### src/rtl/dac_front_pkg.sv
package dac_front_pkg;

  typedef enum logic [1:0] {
    HOLD_KEEP  = 2'd0,
    HOLD_LOAD  = 2'd1,
    HOLD_CLEAR = 2'd2
  } hold_op_e;

endpackage

### src/rtl/dac_in_reg.sv
module dac_in_reg #(
  parameter int CODE_W   = 12,
  parameter int NARROW_W = 8
) (
  input  logic              clk,
  input  logic              rst_n,
  input  logic              wr_en,
  input  logic              wide,
  input  logic [CODE_W-1:0] bus,
  output logic [CODE_W-1:0] q
);

  localparam int LOW_W = CODE_W - NARROW_W;
  localparam logic [CODE_W-1:0] MID = {1'b1, {(CODE_W-1){1'b0}}};

  always_ff @(posedge clk or negedge rst_n) begin
    if (!rst_n) begin
      q <= MID;
    end else if (wr_en) begin
      if (wide) begin
        q <= bus;
      end else begin
        q[LOW_W-1:0] <= bus[CODE_W-1 -: LOW_W];
      end
    end
  end

  // without a write strobe the staging value is frozen
  p_hold_no_write_r2: assert property (@(posedge clk) disable iff (!rst_n)
    !wr_en |=> $stable(q));

  // narrow writes never touch the upper part
  p_narrow_upper_r4: assert property (@(posedge clk) disable iff (!rst_n)
    (wr_en && !wide) |=> $stable(q[CODE_W-1:LOW_W]));

  // wide writes capture the whole bus
  p_wide_capture_r3: assert property (@(posedge clk) disable iff (!rst_n)
    (wr_en && wide) |=> (q == $past(bus)));

endmodule

### src/rtl/dac_hold_reg.sv
module dac_hold_reg
  import dac_front_pkg::*;
#(
  parameter int CODE_W = 12
) (
  input  logic              clk,
  input  logic              rst_n,
  input  hold_op_e          op,
  input  logic [CODE_W-1:0] d,
  output logic [CODE_W-1:0] q
);

  localparam logic [CODE_W-1:0] MID = {1'b1, {(CODE_W-1){1'b0}}};

  always_ff @(posedge clk or negedge rst_n) begin
    if (!rst_n) begin
      q <= MID;
    end else begin
      case (op)
        HOLD_LOAD:  q <= d;
        HOLD_CLEAR: q <= MID;
        default:    q <= q;
      endcase
    end
  end

  // a transfer copies the staging value
  p_load_copy_r5: assert property (@(posedge clk) disable iff (!rst_n)
    (op == HOLD_LOAD) |=> (q == $past(d)));

  // a persistent clear lands on midscale
  p_clear_mid_r6: assert property (@(posedge clk) disable iff (!rst_n)
    (op == HOLD_CLEAR) |=> (q == MID));

  // no transfer, no change
  p_keep_r5: assert property (@(posedge clk) disable iff (!rst_n)
    (op == HOLD_KEEP) |=> $stable(q));

endmodule

### src/rtl/dac_seg_out.sv
module dac_seg_out #(
  parameter int CODE_W   = 12,
  parameter int SEG_BITS = 3
) (
  input  logic [CODE_W-1:0]              code,
  output logic [(2**SEG_BITS)-2:0]       therm,
  output logic [CODE_W-SEG_BITS-1:0]     fine
);

  localparam int THERM_W = (2**SEG_BITS) - 1;
  localparam int FINE_W  = CODE_W - SEG_BITS;

  logic [SEG_BITS-1:0] top;
  logic [THERM_W-1:0]  therm_inc;

  assign top  = code[CODE_W-1 -: SEG_BITS];
  assign fine = code[FINE_W-1:0];

  for (genvar k = 0; k < THERM_W; k++) begin : g_line
    assign therm[k] = (top > SEG_BITS'(k));
  end

  assign therm_inc = therm + THERM_W'(1);

  // lit lines always form one run starting at line 0
  always_comb begin
    p_therm_contig_r11: assert ((therm_inc & therm) == '0);
  end

endmodule

### src/rtl/dual_dac_front.sv
module dual_dac_front
  import dac_front_pkg::*;
#(
  parameter int CODE_W   = 12,
  parameter int NARROW_W = 8,
  parameter int SEG_BITS = 3
) (
  input  logic                            clk,
  input  logic                            rst_n,
  input  logic [CODE_W-1:0]               bus_data,
  input  logic                            wide_mode,
  input  logic                            chan_sel,
  input  logic                            cs_n,
  input  logic                            wr_in_n,
  input  logic                            wr_xfer_n,
  input  logic                            xfer_n,
  input  logic                            clr_n,
  output logic [CODE_W-1:0]               code_ch1,
  output logic [CODE_W-1:0]               code_ch2,
  output logic [(2**SEG_BITS)-2:0]        therm_ch1,
  output logic [CODE_W-SEG_BITS-1:0]      fine_ch1,
  output logic [(2**SEG_BITS)-2:0]        therm_ch2,
  output logic [CODE_W-SEG_BITS-1:0]      fine_ch2,
  output logic                            bad_combo
);

  localparam int NCH     = 2;
  localparam int THERM_W = (2**SEG_BITS) - 1;
  localparam int FINE_W  = CODE_W - SEG_BITS;
  localparam logic [CODE_W-1:0] MID = {1'b1, {(CODE_W-1){1'b0}}};

  logic     stage_wr;
  logic     xfer_go;
  logic     clr_keep;
  logic     clr_mask;
  hold_op_e hold_op;

  assign stage_wr = !cs_n && !wr_in_n;
  assign xfer_go  = !wr_xfer_n && !xfer_n;
  assign clr_keep = !wr_xfer_n && xfer_n && !clr_n;
  assign clr_mask = xfer_go && !clr_n;

  always_comb begin
    if (xfer_go)       hold_op = HOLD_LOAD;
    else if (clr_keep) hold_op = HOLD_CLEAR;
    else               hold_op = HOLD_KEEP;
  end

  logic [CODE_W-1:0]  stage_q [NCH];
  logic [CODE_W-1:0]  held_q  [NCH];
  logic [CODE_W-1:0]  out_code[NCH];
  logic [THERM_W-1:0] out_therm[NCH];
  logic [FINE_W-1:0]  out_fine[NCH];

  for (genvar ch = 0; ch < NCH; ch++) begin : g_ch
    logic ch_wr;
    assign ch_wr = stage_wr && (chan_sel == 1'(ch));

    dac_in_reg #(.CODE_W(CODE_W), .NARROW_W(NARROW_W)) u_stage (
      .clk   (clk),
      .rst_n (rst_n),
      .wr_en (ch_wr),
      .wide  (wide_mode),
      .bus   (bus_data),
      .q     (stage_q[ch])
    );

    dac_hold_reg #(.CODE_W(CODE_W)) u_hold (
      .clk   (clk),
      .rst_n (rst_n),
      .op    (hold_op),
      .d     (stage_q[ch]),
      .q     (held_q[ch])
    );

    assign out_code[ch] = clr_mask ? MID : held_q[ch];

    dac_seg_out #(.CODE_W(CODE_W), .SEG_BITS(SEG_BITS)) u_seg (
      .code  (out_code[ch]),
      .therm (out_therm[ch]),
      .fine  (out_fine[ch])
    );
  end

  assign code_ch1  = out_code[0];
  assign code_ch2  = out_code[1];
  assign therm_ch1 = out_therm[0];
  assign fine_ch1  = out_fine[0];
  assign therm_ch2 = out_therm[1];
  assign fine_ch2  = out_fine[1];

  always_ff @(posedge clk or negedge rst_n) begin
    if (!rst_n) bad_combo <= 1'b0;
    else        bad_combo <= stage_wr && !clr_n;
  end

  // a write addressed to channel 1 leaves channel 2 staging alone
  p_other_ch_r1: assert property (@(posedge clk) disable iff (!rst_n)
    (!cs_n && !wr_in_n && !chan_sel) |=> $stable(stage_q[1]));

  // and the reverse
  p_other_ch_b_r1: assert property (@(posedge clk) disable iff (!rst_n)
    (!cs_n && !wr_in_n && chan_sel) |=> $stable(stage_q[0]));

  // flag follows the invalid combination by one cycle
  p_flag_set_r12: assert property (@(posedge clk) disable iff (!rst_n)
    (!cs_n && !wr_in_n && !clr_n) |=> bad_combo);

  p_flag_clr_r12: assert property (@(posedge clk) disable iff (!rst_n)
    !(!cs_n && !wr_in_n && !clr_n) |=> !bad_combo);

  // persistent clear reaches both outputs once the strobes are gone
  p_clear_out_r6: assert property (@(posedge clk) disable iff (!rst_n)
    (!wr_xfer_n && xfer_n && !clr_n) |=> (held_q[0] == MID && held_q[1] == MID));

endmodule

### config.mk
export PLATFORM = sky130hd
export DESIGN_NAME = dual_dac_front
export DESIGN_NICKNAME = d
export VERILOG_FILES = /design/src/rtl/dac_front_pkg.sv /design/src/rtl/dac_in_reg.sv /design/src/rtl/dac_hold_reg.sv /design/src/rtl/dac_seg_out.sv /design/src/rtl/dual_dac_front.sv
export SDC_FILE = /design/constraint.sdc
export NUM_CORES = 1
export LEC_CHECK = 0
export BUFFER_PORTS_ARGS = -buffer_cell sky130_fd_sc_hd__buf_2
export CAP_MARGIN = 20
export CORE_UTILIZATION = 52
export CTS_BUF_LIST = sky130_fd_sc_hd__clkbuf_4 sky130_fd_sc_hd__clkbuf_8
export CTS_CLUSTER_DIAMETER = 50
export CTS_CLUSTER_SIZE = 14
export DETAILED_ROUTE_END_ITERATION = 6
export PLACE_DENSITY = 0.83
export SLEW_MARGIN = 20
export SYNTH_ARGS = -nofsm -noshare
export SYNTH_HDL_FRONTEND = slang
export SYNTH_SLANG_ARGS = --single-unit
### constraint.sdc
create_clock -name clk -period 1.75 [get_ports clk]
set_input_delay 0.35 -clock clk [delete_from_list [all_inputs] [get_ports clk]]
set_output_delay 0.35 -clock clk [all_outputs]
set_load 0.01 [all_outputs]
==> Word level (Yosys, flattened, before mapping) <==
Index checks and enable logic that the tools add are counted.
{ "word_totals": {"out_inout_bits": 57, "latchBits": 0, "in_bits": 21, "n_memories": 0, "word_cells": 47, "reg_bits": 49, "mem_bits_ro": 0, "ramBits": 0} }
{ "classes": {"n_bitwise": 1, "mux": 7, "n_lt_le_gt_ge": 14, "n_eq_ne": 2, "reduce_logical": 16, "div": 0, "mul": 0, "add_sub_neg": 0, "shift": 0} }
{ "op_table": {"columns": ["operator", "count"], "rows": [
  ["one-hot mux 12 bit (2 select lines)", 2],
  ["2-to-1 mux 12 bit", 2],
  ["greater-than comparator 3 bit (second input constant)", 6],
  ["greater-than comparator 3 x 1 -> 1 bit (second input constant)", 4],
  ["greater-than comparator 3 x 2 -> 1 bit (second input constant)", 4],
  ["logical AND 1 bit", 8],
  ["zero test 1 bit", 5],
  ["2-to-1 mux 2 bit", 2],
  ["2-to-1 mux 4 bit", 1],
  ["AND reduction 2 bit", 2],
  ["equality test 2 x 1 -> 1 bit (second input constant)", 1],
  ["equality test 2 bit (second input constant)", 1],
  ["nonzero test 2 bit", 1],
  ["inverter 1 bit", 1]
]} }

==> Depth between registers and ports, before layout <==
Gate-level depths: netlist (run 1).
{ "depth": {"ltp_word": 7, "ltp_mapped": 4} }

==> Modules after synthesis <==
Synthesis (run 1) repeated with hierarchy kept, for this count alone.
{ "hier_totals": {"hier_cells": 239, "area_unflattened_um2": 2628.8} }
{ "modules_own_cells": {"columns": ["mod", "cells_per_inst", "seq_area_each_um2", "area_per_inst_um2", "n_inst"], "rows": [
  ["dac_hold_reg", 52, 301.5, 539.3, 2],
  ["dac_in_reg", 35, 301.5, 539.3, 2],
  ["dual_dac_front", 33, 25.0, 241.5, 1],
  ["dac_seg_out", 16, 0.0, 115.1, 2]
]} }

==> Worst setup path after synthesis (run 1) <==
Ideal clock, no wire load.
{ "synth_path": {"path_type": "input -> output", "start": "in clr_n", "end": "out fine_ch1[1]", "path_buffers": 2, "path_stages": 4, "required_ps": 1400, "path_slack_ps": 123, "arrival_ps": 1277, "cell_sequence": "or3_1 -> clkbuf_1 -> and2_1 -> buf_4"} }
{ "synth_between": {"elab_chain_len": 3} }
{ "synth_lines": {"columns": ["element", "line", "rtl"], "rows": [
  ["from (decl)", "dual_dac_front.sv:17", "input logic clr_n,"],
  ["zero test 1 bit", "dual_dac_front.sv:41", "assign clr_mask = xfer_go && !clr_n;"],
  ["logical AND 1 bit", "dual_dac_front.sv:41", null],
  ["2-to-1 mux 12 bit", "dual_dac_front.sv:76", "assign out_code[ch] = clr_mask ? MID : held_q[ch];"],
  ["to (decl)", "dual_dac_front.sv:21", "output logic [CODE_W-SEG_BITS-1:0] fine_ch1,"]
]} }
No other way between the ends.

==> Final worst setup path (run 1) <==
{ "layout_path": {"start": "reg g_ch[1].u_hold.q[10]", "end": "out therm_ch2[0]"} }
{ "layout_between": {"elab_chain_len": 2} }
{ "layout_lines": {"columns": ["element", "line", "rtl"], "rows": [
  ["from (decl)", "dac_hold_reg.sv:10", "output logic [CODE_W-1:0] q"],
  ["from (signal assigned)", "dac_hold_reg.sv:22", "default: q <= q;"],
  ["2-to-1 mux 12 bit", "dual_dac_front.sv:76", null],
  ["greater-than comparator 3 x 1 -> 1 bit", "dac_seg_out.sv:20", "assign therm[k] = (top > SEG_BITS'(k));"],
  ["to (decl)", "dual_dac_front.sv:22", "output logic [(2**SEG_BITS)-2:0] therm_ch2,"]
]} }
No other way between the ends.

==> results.ini, run 1 <==
[yosys]
synthDistinctLibCells=25
syn_area_mm2=0.00226
synth_nets=204
synth.ff_latch_count=49
avgSynthCellArea_um2=12.3
ys_seq_area_frac=0.545
synth_top_area_cell=dfrtp_1
synthCells=183
yosys_warnings=0
synthTopCellsByArea=dfrtp_1 (50%), mux2_2 (14%), a22o_1 (8.5%)
synth.top_cell.area_share=0.499

[cts]
clock-sinks=49
clock_path_buffers=2
h-tree-depth=2
clk_latency_ns=0.30
cts_tree=built
clk_pin_slew_ns=0.09
cts_hold_buf=0
clock_tree.root_cell=clkbuf_8
cts_made_buffers=5

[floorplan]
rows=23
pin_count=78
start_util=0.553
coreArea_mm2=0.00409
die_h_um=67.9
die_area_mm2=0.00461
dieWidth_um=67.9

[finish]
diodes=0
syn_to_final_growth_pct=23.3
drive_gt1_frac=0.534
mostFrequentLayoutCells=buf_2 (76), dfrtp_1 (44), mux2_2 (28)
final_util=0.682
regArea_mm2=0.00123
final_common_cell=buf_2
n_fill_cell=311
multi_input_area_um2=853
nNetsFinal=273

[setup_path]
cp_max_fo=8
endpoint_kind=output port
slowest_delay_ns=0.49
crit_arrival_ns=1.38
worstSetupPathType=flip-flop to output port
required_ns=1.40
slowest_stage=or4_4
path_cells=or4_4 -> buf_6
start_kind=flip-flop

[sta]
worstMarginPinSlew_ns=0.768
slew_headroom=0.488
finalCritPeriodShare=0.986
setup_viol=0
worst_hold_slack_ns=0.0116
slew_viol_final=0
hold_violations=0
rsz0062_at_grt=true
finalClockSkew_ns=0.00599
max_clock_freq_mhz=579
period_needed_ns=1.73
tns_ns=0
fin_ws_ns=0.0238

[drt]
vias=1597
firstDrtPassIters=4
drc=0
drtIter0Drc=67
viasPerCell=5.27
wl_um=4300
wl_per_cell_um=14.2
ant_nets=0

[pwr]
clkPwrFrac=0.259
p_int_mw=2.22
seqPwrFrac=0.481
p_leak_nw=1.42
switchingPower_mw=0.876
peakVddDrop_mv=0.624
p_per_area_mw_per_mm2=1110
swShare=0.283
p_comb_frac=0.260

[global_routing]
overflow=0
grt_max_degree=50
grt_pass1_wl_um=6760
grt_pass1_vias=1374
track_usage=0.208
antenna_found_initial=0

[placed_design]
place_hpwl_um=3070
gp_congestion=0.765
place_ws_ns=0.0341
portBuffers=77

[run_status]
status=complete, no violations

[hold_path]
hp-class=input pin to async pin

[run]
drv_cap=0

critical path: cells and delay by family, from the launching register on:
family | cells | cell delay [ns]
buffers and inverters | 1 | 0.13
and+or+nand+nor | 1 | 0.49
DFF | 1 | 0.45
cells in the mapped netlist:
library cell  count
clkbuf_1          5
nor3b_1           1
nor4b_4           1
dfstp_2           4
or4_1             1
and2_1           22
nand3_1           3
o31ai_1           1
or3_1             3
nor3_1            5
nor2_1            5
a22o_1           22
dfrtp_1          45
a21oi_1           2
buf_1             2
inv_1             2
buf_4            20
and3_1            2
mux2_2           28
and4_1            1
nand2_1           4
nor4bb_1          1
buf_2             1
a21o_1            1
o21ai_0           1
cell families (layout without fill, tap and decap cells):
kind of cell / after synthesis / in the layout / synth area share
buffers and inverters: 30 / 100 / 0.0837
multiplexers: 28 / 28 / 0.140
AND/OR/NAND/NOR: 49 / 49 / 0.133
AO/OA/AOI/OAI: 27 / 27 / 0.0986
flip-flops: 49 / 49 / 0.545
sequential cells by signal, summed over array words and instances (netlist names):
signal and count:
g_ch.u_hold.q 24, bad_combo 1, g_ch.u_stage.q 24
worst paths after layout:
check / startpoint / endpoint / slack (ns) / cells past startpoint
min in group clk: bus_data[7] / g_ch[0].u_stage.q[7] / 0.29 / 2
setup reg to reg: g_ch[1].u_hold.q[10] / g_ch[1].u_hold.q[10] / 0.86 / 2
hold reg to reg: g_ch[1].u_hold.q[6] / g_ch[1].u_hold.q[6] / 0.49 / 1
hold / removal: rst_n / g_ch[1].u_hold.q[6] / 0.01 / 2
setup / recovery: g_ch[1].u_hold.q[10] / therm_ch2[0] / 0.02 / 2
max in group asynchronous: rst_n / g_ch[0].u_hold.q[11] / 1.46 / 2
routing by layer:
metal / GRT usage / vias to the layer above / wire [um]
met2: 0.322 / 66 / 1970
met3: 0.0583 / 7 / 271
met1: 0.287 / 757 / 2010
met4: 0.0625 / 0 / 41
li1: - / 767 / -
met5: 0 / - / 0
per-stage QoR:
step	cells	instance area [um^2]	power (mW)
CTS	302	2760	3.10
detailed placement	293	2640	2.30
finish	303	2790	3.09
floorplan	183	2260	2.05
global route	303	2790	3.28
global placement	293	2640	2.27
area by class of cell:
class	count	share of cell area
well taps	50	0.0225
inverters	2	0.00270
clock inverters	3	0.0166
clock buffers	5	0.0247
multi-input cells	104	0.306
flip-flops and latches	49	0.442
repair buffers	90	0.185
power groups by stage:
| stage | Clock, mW | Sequential, mW | Combinational (mW) |
|---|---|---|---|
| 2_1_floorplan | 0 | 1.47 | 0.577 |
| 3_3_place_gp | 0 | 1.51 | 0.767 |
| 3_5_place_dp | 0 | 1.51 | 0.786 |
| 4_1_cts | 0.813 | 1.49 | 0.798 |
| 5_1_grt | 0.864 | 1.52 | 0.899 |
| 6_report | 0.801 | 1.49 | 0.804 |
repair_timing:
item / in CTS / in global routing
resized for setup: 0 / 4
buffers inserted: 1 / 1
setup endpoints to repair: 1 / 3
pin swaps: 0 / 0
(Power assumes the default switching activity.)
==> inputs of run 2 (changes only) <==
Clock period 1.75 ns to 1.6 ns, I/O delays scaled along.
==> run 2 against run 1 <==
Effect of this change: the flow now finishes with violations (negative setup slack); cell count increased by 2.0%; die area stayed put; combinational power is 53% higher; routed wire length is 20% higher; power is 26% higher; sequential cell count did not move; count of clock-buffer cells in the layout unchanged; first-iteration DRC count rose by 16%; critical path type unchanged; largest cell class unchanged; largest power group unchanged; highest routed layer unchanged.
==> results.ini, run 2 (same netlist as run 1, synthesis figures left out) <==
[setup_path]
cp_max_fo=4  ; -4
endpoint_kind=output port
worstSetupPathType=flip-flop to output port
required_ns=1.28  ; -0.12 ns
crit_arrival_ns=1.37  ; about the same
reg2reg_depth=2  ; unchanged
start_kind=flip-flop
reg2reg_setup_slack_ns=0.73  ; -0.13 ns

[run_status]
violations=negative setup slack
status=finished, violations left

[pwr]
p_per_area_mw_per_mm2=1210  ; +9.2%
p_leak_nw=1.57  ; +10%
peakVddDrop_mv=0.997  ; +60%

[sta]
setup_viol=45  ; +45
rsz0062_at_grt=true
tns_ns=-1.48  ; -1.48 ns
worstMarginPinSlew_ns=0.790  ; +0.0219 ns
max_clock_freq_mhz=593
hold_violations=0  ; unchanged
finalClockSkew_ns=0.00624  ; +0.000256 ns
slew_viol_final=0  ; unchanged
slew_headroom=0.473  ; -0.0146
finalCritPeriodShare=1.05
period_needed_ns=1.69
fin_ws_ns=-0.0876  ; -0.111 ns

[global_routing]
grt_pass1_wl_um=7110  ; +5.2%
grt_max_degree=50  ; unchanged
grt_pass1_vias=1437  ; +4.6%
overflow=0  ; unchanged
track_usage=0.219  ; +0.0104
antenna_found_initial=0  ; unchanged

[cts]
cts_tree=built
clock_tree.root_cell=clkbuf_8
clk_pin_slew_ns=0.09  ; about the same
cts_made_buffers=5  ; unchanged
h-tree-depth=2  ; unchanged
clk_latency_ns=0.31  ; about the same
clock-sinks=49  ; unchanged
clock_path_buffers=2  ; unchanged

[floorplan]
dieWidth_um=67.9  ; unchanged
pin_count=78  ; unchanged
coreArea_mm2=0.00409  ; unchanged
start_util=0.553  ; unchanged
rows=23  ; unchanged
die_area_mm2=0.00461  ; unchanged
die_h_um=67.9  ; unchanged

[finish]
stdcell_area_mm2=0.00321  ; +15%
nNetsFinal=279  ; +2.2%
drive_gt1_frac=0.622  ; +0.0880
final_cells=309  ; +2.0%
final_common_cell=dfrtp_1
diodes=0  ; unchanged
mostFrequentLayoutCells=dfrtp_1 (45), buf_6 (44), buf_2 (34)
syn_to_final_growth_pct=42.1
reg_top3=g_ch.u_hold.q: 24 flops, g_ch.u_stage.q: 24 flops, bad_combo: 1 flops

[drt]
drtIter0Drc=78  ; +16%
wl_um=5150  ; +20%
firstDrtPassIters=4  ; unchanged
ant_nets=0  ; unchanged
viasPerCell=5.44  ; +3.2%
drc=0  ; unchanged
wl_per_cell_um=16.7  ; +18%
vias=1681  ; +5.3%

[hold_path]
hp-class=input pin to flip-flop
hold_depth=2

[placed_design]
gp_congestion=0.752  ; -1.6%
placed_cells=293  ; unchanged
portBuffers=77  ; unchanged
place_hpwl_um=3160  ; +2.8%
placed_area_mm2=0.00264  ; unchanged

[run]
drv_cap=0  ; unchanged

## run 2: cell types whose count changed in the layout (fill, tap and decap cells not counted), sizes merged
cell and delta:
dlygate4sd3 +1, buf +3, bufinv +1, clkinvlp -1, clkbuf +2
## run 2: path summary, 6_finish.rpt
| path | from | end |
|---|---|---|
| setup / recovery | g_ch[1].u_hold.q[11] | therm_ch2[0] |
| hold / removal | bus_data[7] | g_ch[0].u_stage.q[7] |
| setup reg to reg | g_ch[1].u_hold.q[10] | g_ch[1].u_hold.q[10] |
| hold reg to reg | g_ch[0].u_stage.q[7] | g_ch[0].u_hold.q[7] |
| max in group asynchronous | rst_n | g_ch[1].u_stage.q[11] |
| min in group asynchronous | rst_n | g_ch[1].u_stage.q[6] |
## run 2: through the flow
stage	worst slack (ns)	power, mW	hold slack [ns]	utilization
6_report	-0.0876	3.89	0.260	0.785
5_1_grt	-0.132	4.08	0.246	0.785
4_1_cts	-0.0782	3.56	0.254	0.691
3_5_place_dp	-0.0562	2.52	0.319	0.646
3_3_place_gp	-0.0487	2.49	0.319	0.646
2_1_floorplan	0.0329	2.24	0.0244	-
## run 2: worst max-delay path, stage by stage (launching register included)
cell and delay [ns]:
dfstp_2 0.39, or4_1 0.52, buf_2 0.15
## run 2: metal layers
layer	vias to the layer above	wire, um	GRT usage
met5	-	0	0
met1	818	2160	0.293
met3	9	355	0.0583
met4	0	65	0.0677
met2	77	2570	0.348
li1	777	-	-
## run 2: what timing repair did
action	CTS	global route
endpoints found under the hold margin	45	0
endpoints found under the setup margin	44	42
hold buffers	1	0
resized for setup	7	63
setup buffers	2	2
pin swaps	1	21
cloned	0	3
## run 2: area by class of cell
cell class | count | area [um^2]
fill | 261 | 878
clock buffer | 5 | 68.8
inverter | 2 | 7.51
timing repair buffer | 96 | 863
clock inverter | 3 | 65.1
sequential | 49 | 1230
multi-input combinational | 104 | 910
tap | 50 | 62.6
## run 2: power by group
group          switching [mW]  total (mW)  internal [mW]
sequential              0.146        1.64           1.49
combinational           0.481        1.23          0.750
clock                   0.402        1.02          0.620
total                    1.03        3.89           2.86
